File: src/rtl/wtsnoop_pkg.sv
package wtsnoop_pkg;

  typedef enum logic [1:0] {
    ST_IDLE   = 2'd0,
    ST_RDREQ  = 2'd1,
    ST_RDWAIT = 2'd2,
    ST_WRREQ  = 2'd3
  } ctrlState_t;

  // strobes from control to datapath
  typedef struct packed {
    logic fill;    // load line from bus reply
    logic wrThru;  // write granted on bus; update word if resident
  } ctrlStrobe_t;

endpackage

File: src/rtl/wtsnoop_datapath.sv
module wtsnoop_datapath
  import wtsnoop_pkg::*;
#(
  parameter int ADDR_W  = 6,
  parameter int DATA_W  = 16,
  parameter int IDX_W   = 2,
  parameter int ID_W    = 2,
  parameter int NODE_ID = 1
) (
  input  logic              clk,
  input  logic              rstN,
  input  logic [ADDR_W-1:0] cpuAddr,
  input  logic [DATA_W-1:0] cpuWdata,
  input  ctrlStrobe_t       strobe,
  input  logic [DATA_W-1:0] busRdData,
  input  logic              snpValid,
  input  logic              snpWr,
  input  logic [ADDR_W-1:0] snpAddr,
  input  logic [ID_W-1:0]   snpId,
  output logic              hit,
  output logic [DATA_W-1:0] rdData
);

  localparam int TAG_W = ADDR_W - IDX_W;
  localparam int LINES = 1 << IDX_W;

  logic [LINES-1:0]  validQ;
  logic [TAG_W-1:0]  tagQ  [LINES];
  logic [DATA_W-1:0] dataQ [LINES];

  logic [IDX_W-1:0] cpuIdx, snpIdx;
  logic [TAG_W-1:0] cpuTag, snpTag;
  logic             foreignWr;
  logic [LINES-1:0] killVec;
  logic [LINES-1:0] validEff;

  assign cpuIdx    = cpuAddr[IDX_W-1:0];
  assign cpuTag    = cpuAddr[ADDR_W-1:IDX_W];
  assign snpIdx    = snpAddr[IDX_W-1:0];
  assign snpTag    = snpAddr[ADDR_W-1:IDX_W];
  assign foreignWr = snpValid && snpWr && (snpId != ID_W'(NODE_ID));

  // per-line snoop compare
  for (genvar g = 0; g < LINES; g++) begin : g_snoop
    assign killVec[g] = foreignWr && (snpIdx == IDX_W'(g)) &&
                        validQ[g] && (tagQ[g] == snpTag);
  end

  // snoop applied before the processor lookup
  assign validEff = validQ & ~killVec;
  assign hit      = validEff[cpuIdx] && (tagQ[cpuIdx] == cpuTag);
  assign rdData   = strobe.fill ? busRdData : dataQ[cpuIdx];

  always_ff @(posedge clk or negedge rstN) begin
    if (!rstN) begin
      validQ <= '0;
    end else begin
      for (int i = 0; i < LINES; i++) begin
        if (strobe.fill && (cpuIdx == IDX_W'(i))) validQ[i] <= 1'b1;
        else if (killVec[i])                      validQ[i] <= 1'b0;
      end
    end
  end

  always_ff @(posedge clk) begin
    if (strobe.fill) begin
      tagQ[cpuIdx]  <= cpuTag;
      dataQ[cpuIdx] <= busRdData;
    end else if (strobe.wrThru && hit) begin
      dataQ[cpuIdx] <= cpuWdata;
    end
  end

  AST_FILL_VALID: assert property (@(posedge clk) disable iff (!rstN)
    strobe.fill |=> validQ[$past(cpuIdx)]);

  AST_FOREIGN_KILL: assert property (@(posedge clk) disable iff (!rstN)
    (killVec[snpIdx] && !(strobe.fill && cpuIdx == snpIdx)) |=> !validQ[$past(snpIdx)]);

  AST_OWN_KEEP: assert property (@(posedge clk) disable iff (!rstN)
    (snpValid && snpId == ID_W'(NODE_ID) && validQ[snpIdx]) |=> validQ[$past(snpIdx)]);

  AST_WRMISS_NOALLOC: assert property (@(posedge clk) disable iff (!rstN)
    (strobe.wrThru && !validEff[cpuIdx]) |=> !validQ[$past(cpuIdx)]);

endmodule

File: src/rtl/wtsnoop_ctrl.sv
module wtsnoop_ctrl
  import wtsnoop_pkg::*;
(
  input  logic        clk,
  input  logic        rstN,
  input  logic        cpuReq,
  input  logic        cpuWe,
  input  logic        hit,
  input  logic        busGnt,
  input  logic        busRdValid,
  output ctrlStrobe_t strobe,
  output logic        cpuDone,
  output logic        busReq,
  output logic        busWr
);

  ctrlState_t stateQ, stateD;

  always_ff @(posedge clk or negedge rstN) begin
    if (!rstN) stateQ <= ST_IDLE;
    else       stateQ <= stateD;
  end

  always_comb begin
    stateD  = stateQ;
    strobe  = '0;
    cpuDone = 1'b0;
    busReq  = 1'b0;
    busWr   = 1'b0;
    unique case (stateQ)
      ST_IDLE: begin
        if (cpuReq) begin
          if (cpuWe)    stateD  = ST_WRREQ;
          else if (hit) cpuDone = 1'b1;
          else          stateD  = ST_RDREQ;
        end
      end
      ST_RDREQ: begin
        busReq = 1'b1;
        if (busGnt) stateD = ST_RDWAIT;
      end
      ST_RDWAIT: begin
        if (busRdValid) begin
          strobe.fill = 1'b1;
          cpuDone     = 1'b1;
          stateD      = ST_IDLE;
        end
      end
      ST_WRREQ: begin
        busReq = 1'b1;
        busWr  = 1'b1;
        if (busGnt) begin
          strobe.wrThru = 1'b1;
          cpuDone       = 1'b1;
          stateD        = ST_IDLE;
        end
      end
      default: stateD = ST_IDLE;
    endcase
  end

  AST_REQ_HOLD: assert property (@(posedge clk) disable iff (!rstN)
    (busReq && !busGnt) |=> (busReq && busWr == $past(busWr)));

  AST_WR_DONE: assert property (@(posedge clk) disable iff (!rstN)
    (cpuDone && cpuWe) |-> (busGnt && busWr));

  AST_HIT_NO_BUS: assert property (@(posedge clk) disable iff (!rstN)
    (cpuDone && !cpuWe && !busRdValid) |-> !busReq);

endmodule

File: src/rtl/wtsnoop_cache.sv
module wtsnoop_cache
  import wtsnoop_pkg::*;
#(
  parameter int ADDR_W  = 6,
  parameter int DATA_W  = 16,
  parameter int IDX_W   = 2,
  parameter int ID_W    = 2,
  parameter int NODE_ID = 1
) (
  input  logic              clk,
  input  logic              rstN,
  input  logic              cpuReq,
  input  logic              cpuWe,
  input  logic [ADDR_W-1:0] cpuAddr,
  input  logic [DATA_W-1:0] cpuWdata,
  output logic [DATA_W-1:0] cpuRdata,
  output logic              cpuDone,
  output logic              busReq,
  input  logic              busGnt,
  output logic              busWr,
  output logic [ADDR_W-1:0] busAddr,
  output logic [DATA_W-1:0] busWdata,
  output logic [ID_W-1:0]   busId,
  input  logic              busRdValid,
  input  logic [DATA_W-1:0] busRdData,
  input  logic              snpValid,
  input  logic              snpWr,
  input  logic [ADDR_W-1:0] snpAddr,
  input  logic [ID_W-1:0]   snpId
);

  ctrlStrobe_t strobe;
  logic        hit;

  assign busAddr  = cpuAddr;
  assign busWdata = cpuWdata;
  assign busId    = ID_W'(NODE_ID);

  wtsnoop_ctrl i_ctrl (
    .clk        (clk),
    .rstN       (rstN),
    .cpuReq     (cpuReq),
    .cpuWe      (cpuWe),
    .hit        (hit),
    .busGnt     (busGnt),
    .busRdValid (busRdValid),
    .strobe     (strobe),
    .cpuDone    (cpuDone),
    .busReq     (busReq),
    .busWr      (busWr)
  );

  wtsnoop_datapath #(
    .ADDR_W  (ADDR_W),
    .DATA_W  (DATA_W),
    .IDX_W   (IDX_W),
    .ID_W    (ID_W),
    .NODE_ID (NODE_ID)
  ) i_datapath (
    .clk       (clk),
    .rstN      (rstN),
    .cpuAddr   (cpuAddr),
    .cpuWdata  (cpuWdata),
    .strobe    (strobe),
    .busRdData (busRdData),
    .snpValid  (snpValid),
    .snpWr     (snpWr),
    .snpAddr   (snpAddr),
    .snpId     (snpId),
    .hit       (hit),
    .rdData    (cpuRdata)
  );

endmodule

File: config.mk
export PLATFORM = sky130hd
export DESIGN_NAME = wtsnoop_cache
export DESIGN_NICKNAME = d
export VERILOG_FILES = /design/src/rtl/wtsnoop_pkg.sv /design/src/rtl/wtsnoop_datapath.sv /design/src/rtl/wtsnoop_ctrl.sv /design/src/rtl/wtsnoop_cache.sv
export SDC_FILE = /design/constraint.sdc
export NUM_CORES = 1
export LEC_CHECK = 0
export BUFFER_PORTS_ARGS = -buffer_cell sky130_fd_sc_hd__clkbuf_2
export CAP_MARGIN = 25
export CORE_AREA = 4 4 108 110
export DETAILED_ROUTE_END_ITERATION = 8
export DIE_AREA = 0 0 112 114
export PLACE_DENSITY = 0.62
export SYNTH_ARGS = -nofsm -noshare
export SYNTH_HDL_FRONTEND = slang
export SYNTH_SLANG_ARGS = --single-unit
File: constraint.sdc
create_clock -name clk -period 9.7 [get_ports clk]
set_clock_uncertainty 0.05 [all_clocks]
set_input_delay 1.94 -clock clk [delete_from_list [all_inputs] [get_ports clk]]
set_output_delay 1.94 -clock clk [all_outputs]
set_load 0.1 [all_outputs]
==> results of run 1 <==
==> layer usage <==
layer	global-route usage [%]	wire length (microns)	vias to the layer above
li1	-	-	1100
met1	17.3	3490	1165
met2	21.1	3900	94
met3	3.02	542	13
met4	4.57	136	0
met5	0	0	-
==> worst max path at each step <==
stage	to	slack, ps	cells after the start
2_1_floorplan	cpuDone	1040	6
3_3_place_gp	cpuDone	2910	7
3_5_place_dp	cpuDone	2880	7
4_1_cts	cpuDone	2890	7
5_1_grt	cpuDone	3180	7
6_report	cpuDone	3340	7
==> area by class of cell <==
type / instances / area [sq um]
Multi-Input combinational cell: 124 / 1390
Clock inverter: 7 / 105
Inverter: 4 / 15.0
Fill cell: 984 / 5790
Tap cell: 140 / 175
Clock buffer: 9 / 124
Timing Repair Buffer: 99 / 543
Sequential cell: 86 / 2550
==> flip-flops by register name, summed over array words and instances, names as in the netlist <==
name / cells
i_ctrl.stateQ: 2
i_datapath.dataQ: 64
i_datapath.tagQ: 16
i_datapath.validQ: 4
==> worst max-delay path, cell delays in order <==
cell and delay (ps):
sky130_fd_sc_hd__clkbuf_2 580, sky130_fd_sc_hd__mux4_2 420, sky130_fd_sc_hd__xnor2_1 160, sky130_fd_sc_hd__nand4_1 140
sky130_fd_sc_hd__or3_1 330, sky130_fd_sc_hd__o311ai_0 270, sky130_fd_sc_hd__clkbuf_2 520
==> logic make-up after synthesis <==
family | after synthesis | share of synthesized area, %
AOI/OAI and AO/OA | 19 | 3.38
DFF | 86 | 60.9
muxes | 53 | 21.2
and+or+nand+nor | 33 | 4.27
buffers and inverters | 42 | 6.45
xor gates and xnor gates | 17 | 3.56
other | 2 | 0.179
==> synth_stat cells (2+ instances only) <==
master                     count  area, sq um
sky130_fd_sc_hd__mux4_2       18          405
sky130_fd_sc_hd__nor2b_1       2         12.5
sky130_fd_sc_hd__nand2_1       8         30.0
sky130_fd_sc_hd__nor2_1        4         15.0
sky130_fd_sc_hd__edfxtp_1     80         2400
sky130_fd_sc_hd__buf_1         4         15.0
sky130_fd_sc_hd__a21oi_1       4         20.0
sky130_fd_sc_hd__dfrtp_1       6          150
sky130_fd_sc_hd__nand4_1       2         12.5
sky130_fd_sc_hd__o21ai_0       2         10.0
sky130_fd_sc_hd__buf_6         3         33.8
sky130_fd_sc_hd__o31ai_1       3         22.5
sky130_fd_sc_hd__mux4_1        2         52.6
sky130_fd_sc_hd__a211oi_1      2         15.0
sky130_fd_sc_hd__nand3_1       3         15.0
sky130_fd_sc_hd__clkbuf_1      7         26.3
sky130_fd_sc_hd__nand2b_1      5         31.3
sky130_fd_sc_hd__mux2_4       16          240
sky130_fd_sc_hd__xnor2_1      17          149
sky130_fd_sc_hd__conb_1        2         7.51
sky130_fd_sc_hd__mux2_2       16          180
sky130_fd_sc_hd__buf_4        24          180
sky130_fd_sc_hd__nor3_1        2         10.0
sky130_fd_sc_hd__inv_1         4         15.0
==> stage by stage <==
| step | util (%) | power, mW | setup WS, ps | cell area (sq um) | hold WS, ps |
|---|---|---|---|---|---|
| 6_report | 45.8 | 1.07 | 3340 | 4900 | 458 |
| 5_1_grt | 45.8 | 1.12 | 3180 | 4900 | 492 |
| 4_1_cts | 45.4 | 1.08 | 2890 | 4850 | 460 |
| 3_5_place_dp | 43.2 | 0.800 | 2880 | 4620 | 441 |
| 3_3_place_gp | 43.1 | 0.796 | 2910 | 4610 | 441 |
| 2_1_floorplan | - | 0.745 | 1040 | 4190 | 410 |
==> cells in the final DEF (no fill, tap or decap), types with 3 or more instances in the layout <==
cell | Yosys | final
sky130_fd_sc_hd__a21oi_2 | 0 | 3
sky130_fd_sc_hd__buf_8 | 0 | 3
sky130_fd_sc_hd__clkbuf_2 | 0 | 94
sky130_fd_sc_hd__clkbuf_8 | 0 | 9
sky130_fd_sc_hd__dfrtp_1 | 6 | 6
sky130_fd_sc_hd__edfxtp_1 | 80 | 80
sky130_fd_sc_hd__inv_1 | 4 | 4
sky130_fd_sc_hd__mux2_2 | 16 | 16
sky130_fd_sc_hd__mux2_4 | 16 | 16
sky130_fd_sc_hd__mux4_2 | 18 | 18
sky130_fd_sc_hd__nand2_1 | 8 | 8
sky130_fd_sc_hd__nand2b_1 | 5 | 5
sky130_fd_sc_hd__nand3_1 | 3 | 3
sky130_fd_sc_hd__nor2_1 | 4 | 4
sky130_fd_sc_hd__o31ai_1 | 3 | 3
sky130_fd_sc_hd__xnor2_1 | 17 | 17
==> power groups by stage <==
stage | clock, mW | combinational, mW | sequential (mW)
after floorplan | 0 | 0.292 | 0.453
after global placement | 0 | 0.340 | 0.455
after detailed placement | 0 | 0.343 | 0.457
after CTS | 0.289 | 0.344 | 0.448
after global routing | 0.304 | 0.361 | 0.452
final | 0.283 | 0.344 | 0.448
==> summary.md, run 1 <==
| Metric | Value |
|---|---|
| Reg2reg path depth | `5` |
| Maximum achievable frequency | `157 MHz` |
| Number of distinct standard cells referenced by the synthesized netlist | `40` |
| Final std cells w/o fill | `469` |
| EDFF count, synth | `80` |
| Post-Synthesis Mean Instance Area | `about 17 sq um` |
| Actual transition at the worst max-transition pin | `960 ps` |
| Clock transition at path regs | `90 ps` |
| Routed vias/inst | `5.06` |
| Status | `finished clean` |
| DIE AREA | `12800 sq um` |
| Signal arrival time at the worst endpoint | `4370 ps` |
| Net Switching | `0.407 mW` |
| Buffer count from post-CTS setup fixing | `0` |
| Lkg Pwr | `between 1.5 and 2 nW` |
| Reg2reg end | `i_datapath.dataQ[0][12]` |
| Worst hold path stage count | `2` |
| Maximum clock path buffer count | `2` |
| Die outline width | `112 microns` |
| Synth Register Bits | `86` |
| Number of remaining DRC errors | `0` |
| Number of placed instances with taps included | `450` |
| Combinational Power Share | `between 30% and 40%` |
| Fin. max-slew vios | `0` |
| Kind of end point of the critical path | `output pin` |
| Min Tclk post-route | `6360 ps` |
| CP Max Fanout | `29` |
| Clock tree from TritonCTS | `yes` |
| Final setup violation count | `0` |
| Portion of the post-synthesis area used by sequential elements | `about three fifths` |
| Weighted congestion reported at the end of routability-driven placement | `between 0.8 and 0.9` |
| HPWL after detailed placement | `5630 microns` |
| Number of instances resized during post-cts repair | `0` |
| Post-Route Setup TNS | `0 ps` |
| Pin count of the biggest net entering global routing | `30` |
| Slew headroom | `35.8%` |
| Data required, critical path | `7710 ps` |
| Share of final-layout standard cells stronger than drive strength 1 | `52.3%` |
| Synthesized netlist cell count | `252` |
| Pwr/cell area | `219 nW/um^2` |
| Share of the clock period used by the worst path | `65.5%` |
| Vias in the first global route | `around 2400` |
| Sequential power share | `41.7%` |
| Most used flip-flop cell after synthesis | `sky130_fd_sc_hd__edfxtp_1` |
| Clock network latency to the later pin of the worst-skew pair | `about 350 ps` |
| RSZ-0062 raised after global routing | `false` |
| Vias | `2372` |
| Die height | `114 microns` |
| Internal power contribution | `0.668 mW` |
| Launch point of the worst path | `cpuAddr[1]` |
| Synth Cell Area | `approximately 4200 sq um` |
| Hold Path Origin | `i_datapath.validQ[1]` |
| Number of H-tree levels | `3` |
| Area added between synthesis and finish | `17.1%` |
| Iteration-0 DRC Markers | `136` |
| Placement Rows | `38` |
| Critical setup path kind | `primary input to output pin` |
| Switch share | `37.9%` |
| Type of element launching the critical path | `primary input` |
| R2r setup slk | `6430 ps` |
| Synthesis warning total | `0` |
| Total clock buffers created by CTS | `9` |
| Hold violation count in the final report | `0` |
| Kind of path behind the tightest hold check | `flop to flop` |
| Max VDD drop | `124 uV` |
| Avg WL per Cell | `between 15 and 20 microns` |
| Post-detailed-routing wire length | `8080 microns` |
| Number of buffers inserted by port buffering | `between 90 and 100` |
| Placeable core region | `~11000 sq um` |
| Count of TritonRoute iterations in the first routing pass | `4` |
| Total I/O pin count | `97` |
| Final antenna diode count | `0` |
| Clock root cell | `sky130_fd_sc_hd__clkbuf_8` |
| Overall overflow remaining after global route | `0` |
| Remaining antenna violation count after routing | `0` |
| Initial antenna violation count | `0` |
| Fraction of power consumed by the clock network | `26.3%` |
| Number of hold buffers added after cts | `0` |
| Clock sinks | `86` |
| Initial Util | `39.1%` |
| GR Util All Layers | `13.0%` |
| Post-Synthesis Net Count | `306` |
| First-pass GRT wire length | `between 10000 and 15000 microns` |
| Fin nets | `378` |
| Proportion of synthesized flip-flops having asynchronous set or reset | `6.98%` |
| Worst hold path endpoint | `i_datapath.validQ[1]` |
| Number of maximum-capacitance constraint violations | `0` |
| Startpoint of the lowest-slack register-to-register path | `i_datapath.tagQ[1][2]` |
Power figures use the tool's default switching activity.
==> inputs of run 2 (changes only) <==
ABC_AREA = 1   (was unset)
CORE_AREA = 4 4 111 113   (was 4 4 108 110)
DIE_AREA = 0 0 115 117   (was 0 0 112 114)
clock period = 6.59 ns   (was 9.7 ns; I/O delays follow)
==> run 2 against run 1 <==
Synthesized cell count rose by 96%. Sequential share of layout area fell by 3.1 points. Global-route usage rose by 3.0 points. Final cell count rose by 52%. Critical endpoint unchanged. Die area rose by 5.4%. Critical path depth rose by 6. Area after synthesis rose by 6.3%. Utilization rose by 0.25 points. Sequential power rose by 48%.
==> summary.md, run 2 <==
| Metric | Value |
|---|---|
| Status | `finished clean` |
| Clock tree from TritonCTS | `yes` |
| Routed vias/inst | `4.83 (-4.4%)` |
| Fin. max-slew vios | `0 (unchanged)` |
| Number of H-tree levels | `3 (unchanged)` |
| Commonest non-fill, non-tap cell in the layout | `sky130_fd_sc_hd__nand2_1` |
| Hold violation count in the final report | `0 (unchanged)` |
| Reg with most FFs | `i_datapath.dataQ` |
| Area post-placement | `4860 sq um (+5.0%)` |
| Post-detailed-routing wire length | `10400 microns (+29%)` |
| Number of remaining DRC errors | `0 (unchanged)` |
| Number of distinct standard cells referenced by the synthesized netlist | `27 (-33%)` |
| Cell with the largest stage delay on the worst path | `sky130_fd_sc_hd__nor2_4` |
| Number of hold buffers added after cts | `0 (unchanged)` |
| Total clock buffers created by CTS | `9 (unchanged)` |
| Overall overflow remaining after global route | `0 (unchanged)` |
| Post-Synthesis Net Count | `547 (+79%)` |
| Worst setup timing slack at the placement stage | `1680 ps (-1200 ps)` |
| Max VDD drop | `273 uV (+120%)` |
| Cell type group with the largest total delay on the critical path | `simple AND/OR/NAND/NOR gates` |
| Synth Register Bits | `86 (unchanged)` |
| Count of TritonRoute iterations in the first routing pass | `5 (+1)` |
| Max reg flops | `64 (unchanged)` |
| Lkg Pwr | `2.38 nW (+29%)` |
| Area added between synthesis and finish | `17.2%` |
| Most used flip-flop cell after synthesis | `sky130_fd_sc_hd__edfxtp_1` |
| Count leader, synth | `sky130_fd_sc_hd__nand2_1` |
| Die height | `117 microns (+2.6%)` |
| Most used cells in the layout excluding fill and tap cells | `sky130_fd_sc_hd__nand2_1 (203), sky130_fd_sc_hd__clkbuf_2 (94), sky130_fd_sc_hd__edfxtp_1 (80), sky130_fd_sc_hd__inv_1 (47), sky130_fd_sc_hd__nor2_1 (35)` |
| Fraction of post-synthesis cell area in the top cell type by area | `54.0% (-3.4 points)` |
| Maximum achievable frequency | `203 MHz` |
| Kind of end point of the critical path | `output pin` |
| Most common library cells after synthesis | `sky130_fd_sc_hd__nand2_1 (203), sky130_fd_sc_hd__edfxtp_1 (80), sky130_fd_sc_hd__inv_1 (47)` |
| Remaining antenna violation count after routing | `0 (unchanged)` |
| Dominant cell type by area after synthesis | `sky130_fd_sc_hd__edfxtp_1` |
| Fillcell total | `1081 (+9.9%)` |
| CP Max Fanout | `19 (-34%)` |
| Slew headroom | `43.8% (+8.0 points)` |
| Most common cell on crit path | `sky130_fd_sc_hd__nand2_1` |
| Min Tclk post-route | `4940 ps` |
| Vias in the first global route | `3307 (+37%)` |
| Final setup violation count | `0 (unchanged)` |
| Placement Rows | `39 (+2.6%)` |
| Largest regs | `i_datapath.dataQ (64), i_datapath.tagQ (16), i_datapath.validQ (4)` |
| First-pass GRT wire length | `16400 microns (+29%)` |
| Pin count of the biggest net entering global routing | `37 (+23%)` |
| Synthesized netlist cell count | `493 (+96%)` |
| Placeable core region | `11300 sq um (+5.8%)` |
| Clock network latency to the later pin of the worst-skew pair | `340 ps (about the same)` |
| Final antenna diode count | `0 (unchanged)` |
| CP Cell Sequence | `clkbuf_2 -> nor2_4 -> inv_2 -> nor2_1 -> nor2_1 -> nand2_1 -> nand2_1 -> nand2_1 -> nand2_1 -> nor2_4 -> nand3_1 -> o21bai_1 -> clkbuf_2` |
| Clock root cell | `sky130_fd_sc_hd__clkbuf_16` |
| Final critical-path setup slack | `1650 ps (-1690 ps)` |
| Worst stage delay on the critical path | `510 ps (-70 ps)` |
| Portion of the post-synthesis area used by sequential elements | `57.4% (-3.6 points)` |
| Signal arrival time at the worst endpoint | `3570 ps (-800 ps)` |
| DIE AREA | `13500 sq um (+5.4%)` |
| Avg WL per Cell | `14.6 microns (-15%)` |
| Weighted congestion reported at the end of routability-driven placement | `0.852 (+3.9%)` |
| Critical setup path kind | `primary input to output pin` |
| Hold_ws | `448 ps (-10.7 ps)` |
| Count of buffer and inverter cells on the critical path | `3 (+1)` |
| Actual transition at the worst max-transition pin | `840 ps (-120 ps)` |
| Buffer count from post-CTS setup fixing | `0 (unchanged)` |
| Area contributors post-synth | `sky130_fd_sc_hd__edfxtp_1 (54%), sky130_fd_sc_hd__nand2_1 (17%), sky130_fd_sc_hd__buf_4 (4.2%)` |
| Share of final-layout standard cells stronger than drive strength 1 | `26.1% (-26 points)` |
| Total I/O pin count | `97 (unchanged)` |
| Data required, critical path | `5220 ps (-2490 ps)` |
| Fin nets | `620 (+64%)` |
| Die outline width | `115 microns (+2.7%)` |
| Share of the clock period used by the worst path | `74.9%` |
| Vias | `3451 (+45%)` |
| Number of maximum-capacitance constraint violations | `0 (unchanged)` |
| Number of buffers inserted by port buffering | `94 (unchanged)` |
| Number of instances resized during post-cts repair | `0 (unchanged)` |
| Iteration-0 DRC Markers | `201 (+48%)` |
| Pwr/cell area | `338 nW/um^2 (+54%)` |
| Type of element launching the critical path | `primary input` |
| Proportion of synthesized flip-flops having asynchronous set or reset | `6.98% (unchanged)` |
| Kind of path behind the tightest hold check | `flop to flop` |
| Initial Util | `39.3% (+0.17 points)` |
| HPWL after detailed placement | `7270 microns (+29%)` |
| Synth Cell Area | `4450 sq um (+6.3%)` |
| Initial antenna violation count | `0 (unchanged)` |
| Clock sinks | `86 (unchanged)` |
| Synthesis warning total | `0 (unchanged)` |
| Post-Synthesis Mean Instance Area | `9.03 sq um (-46%)` |
| Maximum clock path buffer count | `2 (unchanged)` |
| RSZ-0062 raised after global routing | `false` |
| Final non-filler cell area | `5220 sq um (+6.4%)` |
| EDFF count, synth | `80 (unchanged)` |
| Clock transition at path regs | `60 ps (-30 ps)` |
| Post-Route Setup TNS | `0 ps (unchanged)` |
| GR Util All Layers | `16.0% (+3.0 points)` |
-- run 2: logic make-up after synthesis --
logic type      after synthesis  share of synthesized area (%)
other cells                   2                          0.169
flops                        86                           57.4
buf+inv                      92                           10.5
compound gates               39                           6.47
simple gates                274                           25.5
-- run 2: area by class of cell --
type	instances	area (sq um)	area share (%)
sequential	86	2550	48.9
multi-input combinational	315	1430	27.5
clock inverter	7	78.8	1.51
tap	143	179	3.43
inverter	53	199	3.81
timing repair buffer	101	549	10.5
clock buffer	9	225	4.32
-- run 2: power by group --
group	switching, mW	internal, mW	total, mW
sequential	0.0213	0.643	0.664
clock	0.220	0.298	0.517
combinational	0.481	0.0999	0.581
-- run 2: metrics by stage --
step / power (mW) / utilization (%) / std cells
final: 1.76 / 46.1 / 714
after global routing: 1.83 / 46.1 / 714
after CTS: 1.77 / 45.6 / 710
after detailed placement: 1.26 / 42.9 / 694
after global placement: 1.25 / 42.9 / 694
after floorplan: 1.15 / - / 493
-- run 2: layer usage --
layer / global-route usage (%) / part of all wire, % / vias up
met2: 26.0 / 46 / 112
met4: 7.28 / 2.4 / 0
met1: 21.4 / 46 / 1600
li1: - / - / 1720
met3: 2.21 / 5.1 / 19
met5: 0 / 0 / -
-- run 2: worst min-delay path: cells and delay by family (launching register included) --
family	cells	cell delay (ps)
AND/OR/NAND/NOR	1	70
flip-flops	1	320
AO/OA/AOI/OAI	1	70
-- run 2: worst paths after layout --
kind / start / to / slack, ps / cells past startpoint
worst max-delay path: cpuAddr[0] / cpuDone / 1650 / 13
worst min-delay path: i_datapath.validQ[0] / i_datapath.validQ[0] / 450 / 2
worst max register to register: i_datapath.tagQ[1][2] / i_datapath.dataQ[3][6] / 3660 / 12
worst min register to register: i_datapath.validQ[0] / i_datapath.validQ[0] / 450 / 2
max in group asynchronous: rstN / i_datapath.validQ[1] / 5590 / 1
min in group asynchronous: rstN / i_datapath.validQ[0] / 750 / 1
